===== src/rtl/tsm_pkg.sv =====
package tsm_pkg;

    typedef enum logic [2:0] {
        SM_FREE    = 3'd0,
        SM_ENC_A   = 3'd1,
        SM_ENC_B   = 3'd2,
        SM_ENC_AB  = 3'd3,
        SM_RESTART = 3'd4,
        SM_GATED   = 3'd5,
        SM_START   = 3'd6,
        SM_TRGCLK  = 3'd7
    } slave_mode_e;

    typedef struct packed {
        logic step;
        logic down;
    } step_t;

    localparam int unsigned EDGE_A   = 0;
    localparam int unsigned EDGE_B   = 1;
    localparam int unsigned EDGE_TRG = 2;
    localparam int unsigned EDGE_N   = 3;

endpackage


===== src/rtl/tsm_edge_detect.sv =====
module tsm_edge_detect #(
    parameter int unsigned W = 3
) (
    input  logic         clk,
    input  logic         rst_n,
    input  logic [W-1:0] smp,
    output logic [W-1:0] chg
);
    logic [W-1:0] prev_d, prev_q;

    always_comb begin
        prev_d = smp;
    end

    always_ff @(posedge clk or negedge rst_n) begin
        if (!rst_n) prev_q <= '0;
        else        prev_q <= prev_d;
    end

    for (genvar i = 0; i < int'(W); i++) begin : g_bit
        assign chg[i] = smp[i] ^ prev_q[i];
    end
endmodule


===== src/rtl/tsm_quad_decode.sv =====
module tsm_quad_decode
    import tsm_pkg::*;
(
    input  slave_mode_e mode,
    input  logic        cnt_en,
    input  logic        a_lvl,
    input  logic        b_lvl,
    input  logic        a_chg,
    input  logic        b_chg,
    output step_t       stp
);
    step_t a_step, b_step;

    always_comb begin
        // A leads B in the up sense: A moves to differ from B
        a_step.step = a_chg;
        a_step.down = ~(a_lvl ^ b_lvl);
        // B moves to match A in the up sense
        b_step.step = b_chg;
        b_step.down = a_lvl ^ b_lvl;

        stp = '0;
        unique case (mode)
            SM_ENC_A:  stp = a_step;
            SM_ENC_B:  stp = b_step;
            SM_ENC_AB: begin
                if (a_chg && !b_chg)      stp = a_step;
                else if (b_chg && !a_chg) stp = b_step;
                else                      stp = '0;
            end
            default:   stp = '0;
        endcase
        if (!cnt_en) stp = '0;
    end
endmodule


===== src/rtl/tsm_trig_ctrl.sv =====
module tsm_trig_ctrl
    import tsm_pkg::*;
(
    input  logic        clk,
    input  logic        rst_n,
    input  slave_mode_e mode,
    input  logic        trg_lvl,
    input  logic        trg_rise,
    input  logic        cnt_en,
    input  logic        tick,
    output logic        step_up,
    output logic        restart,
    output logic        trig_evt
);
    logic run_d, run_q;
    logic en_eff;

    always_comb begin
        run_d = run_q;
        if (mode != SM_START) run_d = 1'b0;
        else if (trg_rise)    run_d = 1'b1;

        en_eff   = cnt_en | run_q;
        step_up  = 1'b0;
        restart  = 1'b0;
        trig_evt = mode[2] & trg_rise;

        unique case (mode)
            SM_FREE:    step_up = cnt_en & tick;
            SM_RESTART: begin
                step_up = cnt_en & tick;
                restart = trg_rise;
            end
            SM_GATED:   step_up = cnt_en & tick & trg_lvl;
            SM_START:   step_up = en_eff & tick;
            SM_TRGCLK:  step_up = cnt_en & trg_rise;
            default:    step_up = 1'b0;
        endcase
    end

    always_ff @(posedge clk or negedge rst_n) begin
        if (!rst_n) run_q <= 1'b0;
        else        run_q <= run_d;
    end
endmodule


===== src/rtl/slave_mode_counter.sv =====
module slave_mode_counter
    import tsm_pkg::*;
#(
    parameter int unsigned CNT_W = 16
) (
    input  logic             clk,
    input  logic             rst_n,
    input  logic [2:0]       mode_sel,
    input  logic             trig_pol,
    input  logic             ti_a,
    input  logic             ti_b,
    input  logic             trig_in,
    input  logic             cnt_en,
    input  logic             presc_tick,
    input  logic [CNT_W-1:0] reload_val,
    input  logic             sw_update,
    output logic [CNT_W-1:0] count,
    output logic             dir_down,
    output logic             update_pulse,
    output logic             trig_pulse
);
    localparam logic [CNT_W-1:0] ONE = CNT_W'(1);

    typedef struct packed {
        logic [CNT_W-1:0] cnt;
        logic [CNT_W-1:0] arr;
        logic             dir;
        logic             upd;
        logic             trg;
    } state_t;

    slave_mode_e       mode;
    logic              trg_lvl;
    logic [EDGE_N-1:0] smp, chg;
    step_t             enc;
    logic              tc_step, tc_restart, tc_trig;
    state_t            st_d, st_q;

    assign mode    = slave_mode_e'(mode_sel);
    assign trg_lvl = trig_in ^ trig_pol;

    always_comb begin
        smp           = '0;
        smp[EDGE_A]   = ti_a;
        smp[EDGE_B]   = ti_b;
        smp[EDGE_TRG] = trg_lvl;
    end

    tsm_edge_detect #(.W(EDGE_N)) i_edge (
        .clk   (clk),
        .rst_n (rst_n),
        .smp   (smp),
        .chg   (chg)
    );

    tsm_quad_decode i_quad (
        .mode   (mode),
        .cnt_en (cnt_en),
        .a_lvl  (ti_a),
        .b_lvl  (ti_b),
        .a_chg  (chg[EDGE_A]),
        .b_chg  (chg[EDGE_B]),
        .stp    (enc)
    );

    tsm_trig_ctrl i_trig (
        .clk      (clk),
        .rst_n    (rst_n),
        .mode     (mode),
        .trg_lvl  (trg_lvl),
        .trg_rise (chg[EDGE_TRG] & trg_lvl),
        .cnt_en   (cnt_en),
        .tick     (presc_tick),
        .step_up  (tc_step),
        .restart  (tc_restart),
        .trig_evt (tc_trig)
    );

    always_comb begin
        logic do_step, go_down;
        st_d     = st_q;
        st_d.upd = 1'b0;
        st_d.trg = tc_trig;
        do_step  = enc.step | tc_step;
        go_down  = enc.step & enc.down;

        if (sw_update || tc_restart) begin
            st_d.cnt = '0;
            st_d.upd = 1'b1;
            st_d.arr = reload_val;
        end else if (do_step) begin
            st_d.dir = go_down;
            if (!go_down) begin
                if (st_q.cnt == st_q.arr) begin
                    st_d.cnt = '0;
                    st_d.upd = 1'b1;
                    st_d.arr = reload_val;
                end else begin
                    st_d.cnt = st_q.cnt + ONE;
                end
            end else begin
                if (st_q.cnt == '0) begin
                    st_d.cnt = reload_val;
                    st_d.upd = 1'b1;
                    st_d.arr = reload_val;
                end else begin
                    st_d.cnt = st_q.cnt - ONE;
                end
            end
        end
    end

    always_ff @(posedge clk or negedge rst_n) begin
        if (!rst_n) begin
            st_q     <= '0;
            st_q.arr <= '1;
        end else begin
            st_q <= st_d;
        end
    end

    assign count        = st_q.cnt;
    assign dir_down     = st_q.dir;
    assign update_pulse = st_q.upd;
    assign trig_pulse   = st_q.trg;
endmodule


===== config.mk =====
export PLATFORM = sky130hd
export DESIGN_NAME = slave_mode_counter
export DESIGN_NICKNAME = d
export VERILOG_FILES = /design/src/rtl/tsm_pkg.sv /design/src/rtl/tsm_edge_detect.sv /design/src/rtl/tsm_quad_decode.sv /design/src/rtl/tsm_trig_ctrl.sv /design/src/rtl/slave_mode_counter.sv
export SDC_FILE = /design/constraint.sdc
export NUM_CORES = 1
export LEC_CHECK = 0
export ABC_CLOCK_PERIOD_IN_PS = 2200
export BUFFER_PORTS_ARGS = -buffer_cell sky130_fd_sc_hd__clkbuf_2
export CAP_MARGIN = 15
export CORE_MARGIN = 2
export CORE_UTILIZATION = 33
export DETAILED_ROUTE_END_ITERATION = 16
export PLACE_DENSITY = 0.52
export SYNTH_ARGS = -nofsm -noshare
export SYNTH_HDL_FRONTEND = slang
export SYNTH_SLANG_ARGS = --single-unit
export TNS_END_PERCENT = 100

===== constraint.sdc =====
create_clock -name clk -period 2.2 [get_ports clk]
set_input_delay 0.11 -clock clk [delete_from_list [all_inputs] [get_ports clk]]
set_output_delay 0.11 -clock clk [all_outputs]
set_load 0.005 [all_outputs]

==> results.cfg <==
[outcome]
status = finished, violations left
violations = negative setup slack

[sta]
finalMaxSlewViolations = 0
max_freq_mhz = 416
final.min_clock_period_ns = 2.40
rsz0062_at_grt = true
layout_setup_ws_ns = -0.202
worst_slew_pin_slew_ns = 0.894
timing.slew.headroom_pct = 40.4
final-hold-violation-count = 0
skew_ns = 0.00799
hold_ws_ns = 0.0570
setup_violations = 31
period_share_pct = 109

[route]
detail-route-antenna-nets = 0
vias = 2762
routed_wl_mm = 8.95
wl_met2_mm = 4.26
top_layer_used = met4
drt_iter0_markers = 117
drc = 0
viasPerCell = 5.19
wl_per_cell_um = 16.8
wl_met3_um = 384
firstDrtPassIters = 4
met1_length_mm = 4.19

[logic_synthesis]
netlist-cell-type-count = 60
synth_fp_nets = 367
synth_cells = 334
synthFlopType = dfrtp_1
synth.avg_cell_area_um2 = 9.08
synth_warnings = 0
synth_seq_cells = 39
seq_area_frac_synth_pct = 32.8
synth_edf_count = 0
synthArstFlopShare_pct = 100
synth_area_um2 = 3030

[finish]
mostFrequentLayoutCells = 72 x buf_4, 46 x clkbuf_2, 36 x nand2_1, 27 x xnor2_1, 22 x dfrtp_1
stdcell_area_um2 = 4000
nets = 456
final_common_cell = buf_4
area_growth_pct = 31.9
antenna_cells = 0
layout-drive-gt1-share_pct = 46.7

[global_route]
grtUsageTotal_pct = 18.5
grt-ovfl-total = 0
grt_start_max_net_pins = 35
antenna_found_initial = 0
grt_pass1_wl_mm = 14.2
first_global_vias = 2742

[worst_setup_path]
crit_path_end_kind = flip-flop
worst_ep_required_time_ns = 2.42
cpPeakStageDelay_ns = 0.42
crit_buf_inv = 2
slowest_stage = or4_4
crit_chain = xor2_1 -> inv_1 -> ha_2 -> nor2b_1 -> or4_4 -> a2bb2oi_4 -> mux2i_1 -> o21a_4 -> buf_12 -> mux2_2
path_class = flip-flop to flip-flop
critPathArrivalTime_ns = 2.62
crit_family = multiplexers
crit_path_start_kind = flip-flop
worstPathMaxFanout = 9

[floorplan]
io_pins = 47
fp.dieW_um = 99.9
fp.coreArea_um2 = 8810
start_util_pct = 34.5
rows = 34
fp.dieArea_um2 = 9980
die_h_um = 99.9

[hold_path]
hold_class = primary input to flip-flop

[placement]
dp_hpwl_mm = 6.81
io_buffers = 46
globalplace.congestion = 0.904
placed_area_um2 = 3690

[clock_tree]
clock_latency_ns = 0.29
clk_pin_slew_worst_paths_ns = 0.07
root_buffer = clkbuf_8
cts.path.max_buffers = 2
cts_tree = done
ctsHtreeMaxLevel = 2
cts_buffers = 5
cts.sinks = 39

[flow_run]
drv_cap = 0

[power_and_ir_drop]
leakagePower_nw = 1.79
power_density_nw_per_um2 = 539
ir_worst_vdd_mv = 0.275
synth_stat cells, types with 3 or more instances:
library cell / count / share of area, %
nor4_1: 5 / 1.0
dfrtp_1: 23 / 19
a22oi_1: 4 / 0.99
nor3_1: 12 / 2.0
or3_1: 3 / 0.62
xor2_1: 5 / 1.4
mux2_2: 10 / 3.7
a211oi_1: 3 / 0.74
inv_1: 10 / 1.2
a32oi_1: 4 / 1.2
dfstp_2: 16 / 14
xnor2_1: 27 / 7.8
mux2i_1: 5 / 1.6
mux2_4: 9 / 4.5
a21o_1: 3 / 0.74
o211ai_1: 7 / 1.7
nand2_1: 36 / 4.5
buf_4: 17 / 4.2
nand3_1: 11 / 1.8
nor2_1: 13 / 1.6
buf_2: 12 / 2.0
nor3b_1: 3 / 0.74
ha_1: 5 / 2.1
o22ai_1: 4 / 0.82
nand4_1: 10 / 2.1
nor2b_1: 4 / 0.82
clkbuf_1: 13 / 1.6
a21oi_1: 9 / 1.5
o21ai_0: 6 / 0.99
o21a_1: 4 / 0.99
timing repair:
action / in CTS / in global routing
resized for setup: 8 / 25
gates cloned: 1 / 0
setup buffers: 1 / 7
endpoints found under the hold margin: 23 / 0
hold buffers: 1 / 0
endpoints found under the setup margin: 29 / 33
pin swaps: 1 / 6
area by class of cell:
class | count | area, um2
clock buffers | 7 | 76.3
clock inverters | 1 | 5.00
fillers | 857 | 4800
inverters | 11 | 41.3
multi-input cells | 240 | 1850
flip-flops and latches | 39 | 997
well taps | 108 | 135
repair buffers | 126 | 893
power breakdown:
group	switching [mW]	leakage (nW)	internal [mW]	total, mW
clock	0.254	0.0422	0.223	0.477
combinational	0.413	1.27	0.429	0.842
sequential	0.0444	0.476	0.794	0.838
kinds of logic after synthesis:
kind of cell,synth area share [%]
adders and majority gates,2.06
DFF,32.8
AOI/OAI and AO/OA,15.2
xor gates and xnor gates,9.24
muxes,9.81
and+or+nand+nor,20.9
buffers and inverters,10.0
through the flow:
stage | setup TNS (ns) | std cells | util, % | total power, mW | worst slack [ns]
final | -3.88 | 532 | 45.5 | 2.16 | -0.202
after global routing | -6.68 | 532 | 45.5 | 2.28 | -0.290
after CTS | -3.45 | 525 | 43.7 | 2.14 | -0.214
after detailed placement | -3.83 | 514 | 41.9 | 1.64 | -0.216
after global placement | -3.05 | 514 | 41.9 | 1.64 | -0.166
after floorplan | -2.03 | 334 | - | 1.32 | -0.174
flip-flops by register name, indices dropped and copies added (netlist names):
register / cells
count: 16
st_q: 16
i_edge.prev_q: 3
dir_down: 1
i_trig.run_q: 1
trig_pulse: 1
update_pulse: 1
final timing paths:
check / cells after the start / startpoint / to / slack [ns]
setup / recovery: 10 / i_edge.prev_q[1]$_DFF_PN0_ / st_q[8]$_DFFE_PN1P_ / -0.20
hold / removal: 2 / ti_a / i_edge.prev_q[0]$_DFF_PN0_ / 0.06
setup reg to reg: 10 / i_edge.prev_q[1]$_DFF_PN0_ / st_q[8]$_DFFE_PN1P_ / -0.20
hold reg to reg: 1 / dir_down$_DFFE_PN0P_ / dir_down$_DFFE_PN0P_ / 0.48
max in group asynchronous: 3 / rst_n / st_q[4]$_DFFE_PN1P_ / 1.02
min in group asynchronous: 2 / rst_n / count[10]$_DFFE_PN0P_ / 0.48
per-layer routing:
layer	GRT usage (%)	vias up
met1	24.9	1328
met2	31.2	64
met5	0	-
met4	5.16	0
met3	2.37	7
li1	-	1363
(Power assumes the default switching activity.)
